## src/rtl/vwb_pkg.sv

```systemverilog
package vwb_pkg;

    typedef enum logic [2:0] {
        LS_I = 3'd0,
        LS_S = 3'd1,
        LS_E = 3'd2,
        LS_O = 3'd3,
        LS_M = 3'd4
    } line_st_e;

    typedef enum logic {
        PH_STABLE = 1'b0,
        PH_WAIT   = 1'b1
    } phase_e;

    typedef struct packed {
        logic dirty;
        logic shared;
    } wb_kind_t;

    typedef struct packed {
        logic owner;
        logic live;
    } unb_code_t;

    localparam unb_code_t UB_OWNER  = '{owner: 1'b1, live: 1'b1};
    localparam unb_code_t UB_SHARER = '{owner: 1'b0, live: 1'b1};
    localparam unb_code_t UB_NONE   = '{owner: 1'b0, live: 1'b0};

endpackage

```

## src/rtl/vwb_resolve.sv

```systemverilog
module vwb_resolve
    import vwb_pkg::*;
(
    input  line_st_e  prior,
    input  wb_kind_t  kind,
    input  logic      stale,
    input  logic      data_shared,
    output line_st_e  final_st,
    output unb_code_t code,
    output logic      free_line
);

    always_comb begin
        free_line = 1'b0;
        if (stale) begin
            final_st  = prior;
            free_line = (prior == LS_I);
        end else if (kind.dirty) begin
            final_st = (kind.shared || data_shared) ? LS_O : LS_M;
        end else begin
            unique case (prior)
                LS_M, LS_O: final_st = prior;
                LS_S:       final_st = LS_S;
                LS_E, LS_I: final_st = data_shared ? LS_S : LS_E;
                default:    final_st = LS_I;
            endcase
        end

        if (free_line)
            code = UB_NONE;
        else if (final_st == LS_S)
            code = UB_SHARER;
        else
            code = UB_OWNER;
    end

endmodule

```

## src/rtl/vwb_line_store.sv

```systemverilog
module vwb_line_store #(
    parameter int DATA_W = 32
) (
    input  logic              clk,
    input  logic              rst_n,
    input  logic              wr,
    input  logic              set_dirty,
    input  logic              clr,
    input  logic [DATA_W-1:0] wdata,
    output logic [DATA_W-1:0] data,
    output logic              dirty
);

    always_ff @(posedge clk) begin
        if (!rst_n || clr) begin
            data  <= '0;
            dirty <= 1'b0;
        end else if (wr) begin
            data <= wdata;
            if (set_dirty)
                dirty <= 1'b1;
        end
    end

    // only a free may drop the dirty bit
    a_r7_dirty_sticky: assert property (@(posedge clk) disable iff (!rst_n)
        dirty && !clr |=> dirty);

endmodule

```

## src/rtl/vwb_line_ctrl.sv

```systemverilog
module vwb_line_ctrl
    import vwb_pkg::*;
#(
    parameter int SRC_W  = 4,
    parameter int DATA_W = 32
) (
    input  logic              clk,
    input  logic              rst_n,
    input  logic              req_valid,
    input  logic [1:0]        req_kind,
    input  logic [SRC_W-1:0]  req_src,
    output logic              req_retry,
    output logic              ack_valid,
    output logic [SRC_W-1:0]  ack_dst,
    input  logic              rsp_valid,
    input  logic              rsp_stale,
    input  logic              rsp_shared,
    input  logic              rsp_dirty,
    input  logic [DATA_W-1:0] rsp_data,
    output logic              unb_valid,
    output logic              unb_owner,
    output logic              unb_live,
    output logic [2:0]        line_state,
    output logic              line_busy,
    output logic              line_dirty,
    output logic [DATA_W-1:0] line_data
);

    phase_e           phase_q;
    line_st_e         st_q;
    wb_kind_t         kind_q;
    logic [SRC_W-1:0] src_q;
    logic             ack_q;
    logic             unb_q;
    unb_code_t        unb_code_q;

    line_st_e  res_st;
    unb_code_t res_code;
    logic      res_free;

    logic accept;
    logic complete;

    assign accept   = req_valid && (phase_q == PH_STABLE);
    assign complete = rsp_valid && (phase_q == PH_WAIT);

    vwb_resolve u_resolve (
        .prior       (st_q),
        .kind        (kind_q),
        .stale       (rsp_stale),
        .data_shared (rsp_shared),
        .final_st    (res_st),
        .code        (res_code),
        .free_line   (res_free)
    );

    vwb_line_store #(.DATA_W(DATA_W)) u_store (
        .clk       (clk),
        .rst_n     (rst_n),
        .wr        (complete && !rsp_stale),
        .set_dirty (rsp_dirty),
        .clr       (complete && res_free),
        .wdata     (rsp_data),
        .data      (line_data),
        .dirty     (line_dirty)
    );

    // state register: phase, stable/prior state, saved writeback
    always_ff @(posedge clk) begin
        if (!rst_n) begin
            phase_q <= PH_STABLE;
            st_q    <= LS_I;
            kind_q  <= '0;
            src_q   <= '0;
        end else begin
            unique case (phase_q)
                PH_STABLE: begin
                    if (accept) begin
                        phase_q <= PH_WAIT;
                        kind_q  <= wb_kind_t'(req_kind);
                        src_q   <= req_src;
                    end
                end
                PH_WAIT: begin
                    if (complete) begin
                        phase_q <= PH_STABLE;
                        st_q    <= res_st;
                    end
                end
                default: phase_q <= PH_STABLE;
            endcase
        end
    end

    // output register: acknowledgement and unblock pulses
    always_ff @(posedge clk) begin
        if (!rst_n) begin
            ack_q      <= 1'b0;
            unb_q      <= 1'b0;
            unb_code_q <= UB_NONE;
        end else begin
            ack_q <= accept;
            unb_q <= complete;
            if (complete)
                unb_code_q <= res_code;
        end
    end

    assign req_retry  = req_valid && (phase_q == PH_WAIT);
    assign ack_valid  = ack_q;
    assign ack_dst    = src_q;
    assign unb_valid  = unb_q;
    assign unb_owner  = unb_code_q.owner;
    assign unb_live   = unb_code_q.live;
    assign line_state = st_q;
    assign line_busy  = (phase_q == PH_WAIT);

    // accepted request is acknowledged to its requester next cycle
    a_r2_ack_after_accept: assert property (@(posedge clk) disable iff (!rst_n)
        req_valid && !req_retry |=> ack_valid && ack_dst == $past(req_src) && line_busy);

    // a refused request never yields an acknowledgement
    a_r9_no_ack_on_retry: assert property (@(posedge clk) disable iff (!rst_n)
        req_retry |=> !ack_valid && $stable(ack_dst));

    // owner without a valid copy is not a legal unblock
    a_r6_unblock_code_legal: assert property (@(posedge clk) disable iff (!rst_n)
        unb_valid |-> (unb_live || !unb_owner));

    // a not-valid unblock comes with a freed line
    a_r5_notvalid_frees: assert property (@(posedge clk) disable iff (!rst_n)
        unb_valid && !unb_live |-> line_state == LS_I && !line_dirty);

    // responses to a stable line leave no trace
    a_r8_stable_rsp_quiet: assert property (@(posedge clk) disable iff (!rst_n)
        rsp_valid && !line_busy |=> !unb_valid && $stable(line_data));

    // completion returns the line to a stable state with an unblock
    a_r10_unblock_with_stable: assert property (@(posedge clk) disable iff (!rst_n)
        rsp_valid && line_busy |=> unb_valid && !line_busy);

endmodule

```

## config.mk

```make
export PLATFORM = sky130hd
export DESIGN_NAME = vwb_line_ctrl
export DESIGN_NICKNAME = d
export VERILOG_FILES = /design/src/rtl/vwb_pkg.sv /design/src/rtl/vwb_resolve.sv /design/src/rtl/vwb_line_store.sv /design/src/rtl/vwb_line_ctrl.sv
export SDC_FILE = /design/constraint.sdc
export NUM_CORES = 1
export LEC_CHECK = 0
export CAP_MARGIN = 5
export CORE_ASPECT_RATIO = 0.9
export CORE_MARGIN = 2
export CORE_UTILIZATION = 45
export DETAILED_ROUTE_END_ITERATION = 10
export DONT_BUFFER_PORTS = 1
export GPL_ROUTABILITY_DRIVEN = 1
export SETUP_SLACK_MARGIN = 0.2
export SYNTH_ARGS = -nofsm -noshare
export SYNTH_HDL_FRONTEND = slang
export SYNTH_SLANG_ARGS = --single-unit
```

## constraint.sdc

```tcl
create_clock -name clk -period 1.2 [get_ports clk]
set_input_delay 0.06 -clock clk [delete_from_list [all_inputs] [get_ports clk]]
set_output_delay 0.06 -clock clk [all_outputs]
set_load 0.03 [all_outputs]
```

==> results of run 1 <==
-- cell usage in the layout (no fill, tap or decap), types with 2 or more instances in the layout --
cell,count
nor2_2,2
nor2b_1,6
nand2_1,67
clkbuf_8,5
clkbuf_1,2
buf_4,48
mux2i_1,5
a21oi_1,8
o21ai_1,3
a21oi_2,30
o21ai_0,2
dfxtp_1,42
a21oi_4,3
buf_12,3
buf_6,4
dfxtp_4,4
nand3_1,2
nor2_4,2
clkbuf_16,3
a21boi_1,2
dlygate4sd3_1,43
-- repair_timing --
item	4_1_cts	5_1_grt
pin swaps	7	9
hold endpoints to repair	46	0
endpoints found under the setup margin	44	48
hold buffers	43	0
cloned	0	4
buffers inserted	2	1
gates resized for setup	8	25
-- layer usage --
metal	GRT usage	share of wire	vias to the layer above
met5	0	0	-
met2	0.4340	0.51	76
met1	0.2771	0.42	893
li1	-	-	901
met4	0.02885	0.010	0
met3	0.05363	0.057	8
-- cells by family after synthesis --
family / share of synthesized area
AOI/OAI and AO/OA: 0.1554
buffers and inverters: 0.04758
DFF: 0.5262
muxes: 0.03429
and+or+nand+nor: 0.2365
-- area by class of cell --
cell class / instances / area [sq um]
multi-input cells: 153 / 1003
flip-flops and latches: 47 / 957.2
fillers: 240 / 679.4
inverters: 2 / 7.507
repair buffers: 101 / 970.9
well taps: 46 / 57.56
clock inverters: 1 / 5.005
clock buffers: 7 / 76.32
-- report_power, final --
| part | internal [W] | total, W | switching (W) | leakage [nW] |
|---|---|---|---|---|
| Combinational | 0.000309 | 0.000610 | 0.000301 | 0.779 |
| Clock | 0.000409 | 0.000887 | 0.000478 | 0.0422 |
| Sequential | 0.00161 | 0.00166 | 0.0000504 | 0.385 |
| Total | 0.00233 | 0.00315 | 0.000829 | 1.21 |
-- critical path: cells and delay by family (launching register included) --
family | cells | cell delay [ns]
and+or+nand+nor | 2 | 0.54
DFF | 1 | 0.37
AOI/OAI and AO/OA | 2 | 0.37
-- metrics by stage --
step | hold slack [ns] | cell area [sq um] | std cells | util
after detailed placement | 0.1487 | 2338 | 299 | 0.6224
after global routing | 0.01926 | 3078 | 357 | 0.8192
final | 0.02082 | 3078 | 357 | 0.8192
after global placement | 0.1509 | 2338 | 299 | 0.6224
after floorplan | 0.1440 | 1959 | 214 | -
after CTS | -0.04559 | 2884 | 352 | 0.7676
-- final timing paths --
check | startpoint | endpoint | cells past startpoint
worst max-delay path | line_state[0] | unb_owner | 4
worst min-delay path | rsp_valid | line_state[2] | 4
worst min register to register | u_store.data[26] | u_store.data[26] | 2
worst max register to register | line_state[0] | unb_owner | 4
-- Yosys cell counts --
library cell,count
buf_6,3
nor4b_1,1
clkbuf_1,1
inv_1,2
mux2_2,1
nor3b_1,1
a21oi_1,41
or2b_1,1
o211a_1,1
mux2i_1,5
a21boi_0,2
nor2_2,1
nand2_1,68
nor2b_1,7
or2_2,1
and3_1,1
dfxtp_1,47
o21ai_0,6
or3b_1,1
o311ai_1,1
and2_1,2
nand2_2,1
a211o_1,1
nor3_1,1
buf_2,8
nor2_1,4
nand3b_2,1
nand3_1,3
and2b_1,1
-- state kept, by name, summed over array words and instances (netlist names) --
signal and count:
line_state 3, unb_owner 1, kind_q 2, u_store.dirty 1
line_busy 1, ack_dst 4, u_store.data 32, unb_live 1
unb_valid 1, ack_valid 1
==> flow_metrics.env, run 1 <==
export IMPL_dp_hpwl_mm=3.142
export IMPL_crit_path_end_kind="flip-flop"
export IMPL_place_gp_congestion=0.8552
export IMPL_dr_pass1_iters=4
export IMPL_status="finished, violations left"
export IMPL_htreeDepth=2
export IMPL_clockBufferDepth=2
export IMPL_grt_overflow_total=0
export IMPL_area_delta_synth_final_pct=72.15
export IMPL_leakage_nw=1.206
export IMPL_clkTransAtPathRegs_ns=0.08
export IMPL_clk_latency_ns=0.28
export IMPL_drt_first_iter_violations=94
export IMPL_final_nets=355
export IMPL_dieArea_sq_mm=0.004494
export IMPL_pre_cts_slack_ns=-0.1468
export IMPL_power_w=0.003154
export IMPL_die_h_um=63.80
export IMPL_clkSinkCount=47
export IMPL_io_pins=91
export IMPL_syn_nets=259
export IMPL_coreArea_sq_mm=0.003757
export IMPL_fin_skew_ns=0.005158
export IMPL_synth_avg_cell_area_sq_um=8.355
export IMPL_hold_viol_final=0
export IMPL_wl_per_cell_um=15.52
export IMPL_drv_cap=0
export IMPL_grt_usage=0.2321
export IMPL_startpoint_type="flip-flop"
export IMPL_fin_setup_tns_ns=-2.765
export IMPL_antenna_found_initial=0
export IMPL_reg2reg_setup_slack_ns=-0.21
export IMPL_grt_pass1_vias=1851
export IMPL_diodes=0
export IMPL_syn_inst=214
export IMPL_slew_viol_final=0
export IMPL_grt_max_degree=34
export IMPL_fin_crit_sh=1.177
export IMPL_hp_class="in2reg"
export IMPL_crit_path_top_delay_cell="or3b_1"
export IMPL_grt_pass1_wl_mm=8.542
export IMPL_ant_nets=0
export IMPL_violations="setup timing"
export IMPL_numPortBuffers=0
export IMPL_synth_distinct_cells=29
export IMPL_yosys_warnings=0
export IMPL_max_slew_margin=0.7229
export IMPL_drc_errors=0
export IMPL_finalCriticalPeriod_ns=1.413
export IMPL_cts_buffers_inserted=5
export IMPL_initial_core_util=0.4759
export IMPL_path_max_fanout=4
export IMPL_drive_gt1_frac=0.3826
export IMPL_synth_area_sq_mm=0.001788
export IMPL_ys_ff_latch=47
export IMPL_rows=21
export IMPL_setup_ws_ns=-0.2129
export IMPL_worstPathCellList="or3b_1 -> a211o_1 -> o311ai_1 -> nand3_1"
export IMPL_cpPeakStageDelay_ns=0.38
export IMPL_synth_yosys_seq_area_share=0.5262
export IMPL_synth_area_leader_cell="dfxtp_1"
export IMPL_synthTopCellsByArea="dfxtp_1, nand2_1, a21oi_1, mux2i_1, nor2b_1"
export IMPL_critical_path_required_ns=1.34
export IMPL_num_vias=1878
export IMPL_rsz0062_at_grt="true"
export IMPL_p_per_area_mw_per_mm2=1025
export IMPL_routed_wl_mm=5.542
export IMPL_dieWidth_um=70.45
export IMPL_cts_tree="built"
export IMPL_synth_top_area_frac=0.5262
export IMPL_tightest_slew_ns=0.4143
export IMPL_timing_fmax_ghz=0.7078
export IMPL_path_class="reg2reg"
export IMPL_routed_via_density=5.261
export IMPL_root_buffer="clkbuf_8"
export IMPL_setup_viol=35
export IMPL_cp_arrival_ns=1.55
export IMPL_max_vdd_ir_drop_mv=0.9612
No activity file was read; power rests on OpenSTA's default activity.
==> run 2, diff against run 1 <==
--- a/config.mk
+++ b/config.mk
@@ -9,6 +9,7 @@
 export CORE_ASPECT_RATIO = 0.9
 export CORE_MARGIN = 2
 export CORE_UTILIZATION = 45
+export CTS_BUF_LIST = sky130_fd_sc_hd__clkbuf_8 sky130_fd_sc_hd__clkbuf_16
 export DETAILED_ROUTE_END_ITERATION = 10
 export DONT_BUFFER_PORTS = 1
 export GPL_ROUTABILITY_DRIVEN = 1
==> run 2 against run 1 <==
Compared with the run above:
- the flow still finishes with violations (setup timing)
- register-to-register slack barely moved
- clock power fell by 2%
- routed wire length down 0.11%
- count of clock-buffer cells in the layout is 2 lower
==> flow_metrics.env, run 2 (synthesis results as in run 1) <==
export IMPL_dieArea_sq_mm=0.004494
export IMPL_hold_slack_ns=0.02629
export IMPL_grt_pass1_vias=1851
export IMPL_clkTransAtPathRegs_ns=0.08
export IMPL_max_vdd_ir_drop_mv=0.9611
export IMPL_crit_end="unb_owner"
export IMPL_worstPathCellList="or3b_1 -> a211o_1 -> o311ai_1 -> nand3_1"
export IMPL_path_class="reg2reg"
export IMPL_grt_usage=0.2321
export IMPL_cp_top_family="simple AND/OR/NAND/NOR gates"
export IMPL_nFillCells=240
export IMPL_reg2reg_setup_slack_ns=-0.22
export IMPL_drc_errors=0
export IMPL_die_h_um=63.80
export IMPL_regMostFlops="u_store.data"
export IMPL_placed_area_sq_mm=0.002338
export IMPL_hold_viol_final=0
export IMPL_slew_viol_final=0
export IMPL_clockBufferDepth=2
export IMPL_crit_path_end_kind="flip-flop"
export IMPL_max_slew_margin=0.7267
export IMPL_coreArea_sq_mm=0.003757
export IMPL_clk_latency_ns=0.28
export IMPL_ant_nets=0
export IMPL_final_area_sq_mm=0.003078
export IMPL_diodes=0
export IMPL_rsz0062_at_grt="true"
export IMPL_final_common_cell="nand2_1"
export IMPL_dp_cells=299
export IMPL_grt_overflow_total=0
export IMPL_fin_skew_ns=0.005437
export IMPL_dr_pass1_iters=4
export IMPL_cpPeakStageDelay_ns=0.38
export IMPL_routed_wl_met3_um=337
export IMPL_finalNonFillerCells=357
export IMPL_fin_crit_sh=1.179
export IMPL_area_delta_synth_final_pct=72.15
export IMPL_leakage_nw=1.214
export IMPL_hp_class="in2reg"
export IMPL_routed_via_density=5.291
export IMPL_p_per_area_mw_per_mm2=1019
export IMPL_path_max_fanout=4
export IMPL_clkSinkCount=47
export IMPL_rows=21
export IMPL_cp_depth=4
export IMPL_worstReg2RegEnd="unb_owner"
export IMPL_initial_core_util=0.4759
export IMPL_io_pins=91
export IMPL_status="finished, violations left"
export IMPL_top_layer="met4"
export IMPL_place_gp_congestion=0.8552
export IMPL_dieWidth_um=70.45
export IMPL_numPortBuffers=0
export IMPL_drv_cap=0
export IMPL_reg2reg_depth=4
export IMPL_path_buf_inv=0
export IMPL_final_nets=355
export IMPL_crit_path_top_delay_cell="or3b_1"
export IMPL_dp_hpwl_mm=3.142
export IMPL_antenna_found_initial=0
export IMPL_wl_met1_mm=2.319
export IMPL_timing_fmax_ghz=0.7066
export IMPL_cts_buffers_inserted=5
export IMPL_largest_reg_flops=32
export IMPL_cts_tree="built"
export IMPL_crit_start="line_state[0]"
export IMPL_num_vias=1889
export IMPL_tightest_slew_ns=0.4086
export IMPL_finalCriticalPeriod_ns=1.415
export IMPL_drive_gt1_frac=0.3826
export IMPL_layout_common_cells="nand2_1, buf_4, dlygate4sd3_1, dfxtp_1, a21oi_2"
export IMPL_drt_first_iter_violations=96
export IMPL_setup_viol=35
export IMPL_wl_met2_mm=2.823
export IMPL_grt_max_degree=34
export IMPL_power_w=0.003138
export IMPL_root_buffer="clkbuf_8"
export IMPL_violations="setup timing"
export IMPL_grt_pass1_wl_mm=8.542
export IMPL_routed_wl_mm=5.536
export IMPL_htreeDepth=2
export IMPL_startpoint_type="flip-flop"
export IMPL_reg2reg_from="line_state[0]"
export IMPL_critical_path_required_ns=1.34
export IMPL_wl_per_cell_um=15.51
export IMPL_cp_arrival_ns=1.56
export IMPL_setup_ws_ns=-0.2153
-- run 2: worst min path at each step --
stage	depth (start not counted)	end	slack (ns)	startpoint
floorplan	1	line_busy	0.14	rsp_valid
global placement	1	line_busy	0.15	rsp_valid
detailed placement	1	line_busy	0.15	rsp_valid
CTS	3	line_state[2]	-0.05	rsp_shared
global route	4	line_state[2]	0.02	rsp_valid
finish	1	unb_valid	0.03	rsp_valid
-- run 2: metrics by stage --
step | worst slack [ns] | utilization | TNS [ns]
2_1_floorplan | -0.08811 | - | -1.062
3_3_place_gp | -0.06234 | 0.6224 | -1.250
3_5_place_dp | -0.1468 | 0.6224 | -3.407
4_1_cts | -0.1510 | 0.7676 | -3.828
5_1_grt | -0.2154 | 0.8192 | -4.562
6_report | -0.2153 | 0.8192 | -2.789
-- run 2: power breakdown --
group	total, W	leakage [nW]	internal [W]	switching (W)
registers	0.00166	0.385	0.00161	0.0000503
clock network	0.000871	0.0505	0.000392	0.000479
logic	0.000610	0.779	0.000309	0.000301
total	0.00314	1.21	0.00231	0.000830
-- run 2: cell type report --
cell class / count / area [sq um] / share of cell area
Multi-Input combinational cell: 153 / 1003 / 0.3260
Timing Repair Buffer: 101 / 970.9 / 0.3154
Sequential cell: 47 / 957.2 / 0.3110
Clock buffer: 5 / 68.82 / 0.02236
Tap cell: 46 / 57.56 / 0.01870
Clock inverter: 3 / 12.51 / 0.004065
Inverter: 2 / 7.507 / 0.002439
-- run 2: worst register-to-register path, cell delays in order, from the launching register on --
cell	delay (ns)
dfxtp_4	0.37
or3b_1	0.38
a211o_1	0.27
o311ai_1	0.10
nand3_1	0.16
-- run 2: what timing repair did --
item                                   CTS  global route
cloned                                   0             4
setup endpoints to repair               44            48
hold buffers                            43             0
endpoints found under the hold margin   46             0
pin swaps                                7             9
resized for setup                        8            25
setup buffers                            2             1
-- run 2: layer usage --
metal | vias up | global-route usage
met5 | - | 0
met4 | 0 | 0.02885
met3 | 8 | 0.05363
met2 | 81 | 0.4340
met1 | 899 | 0.2771
li1 | 901 | -
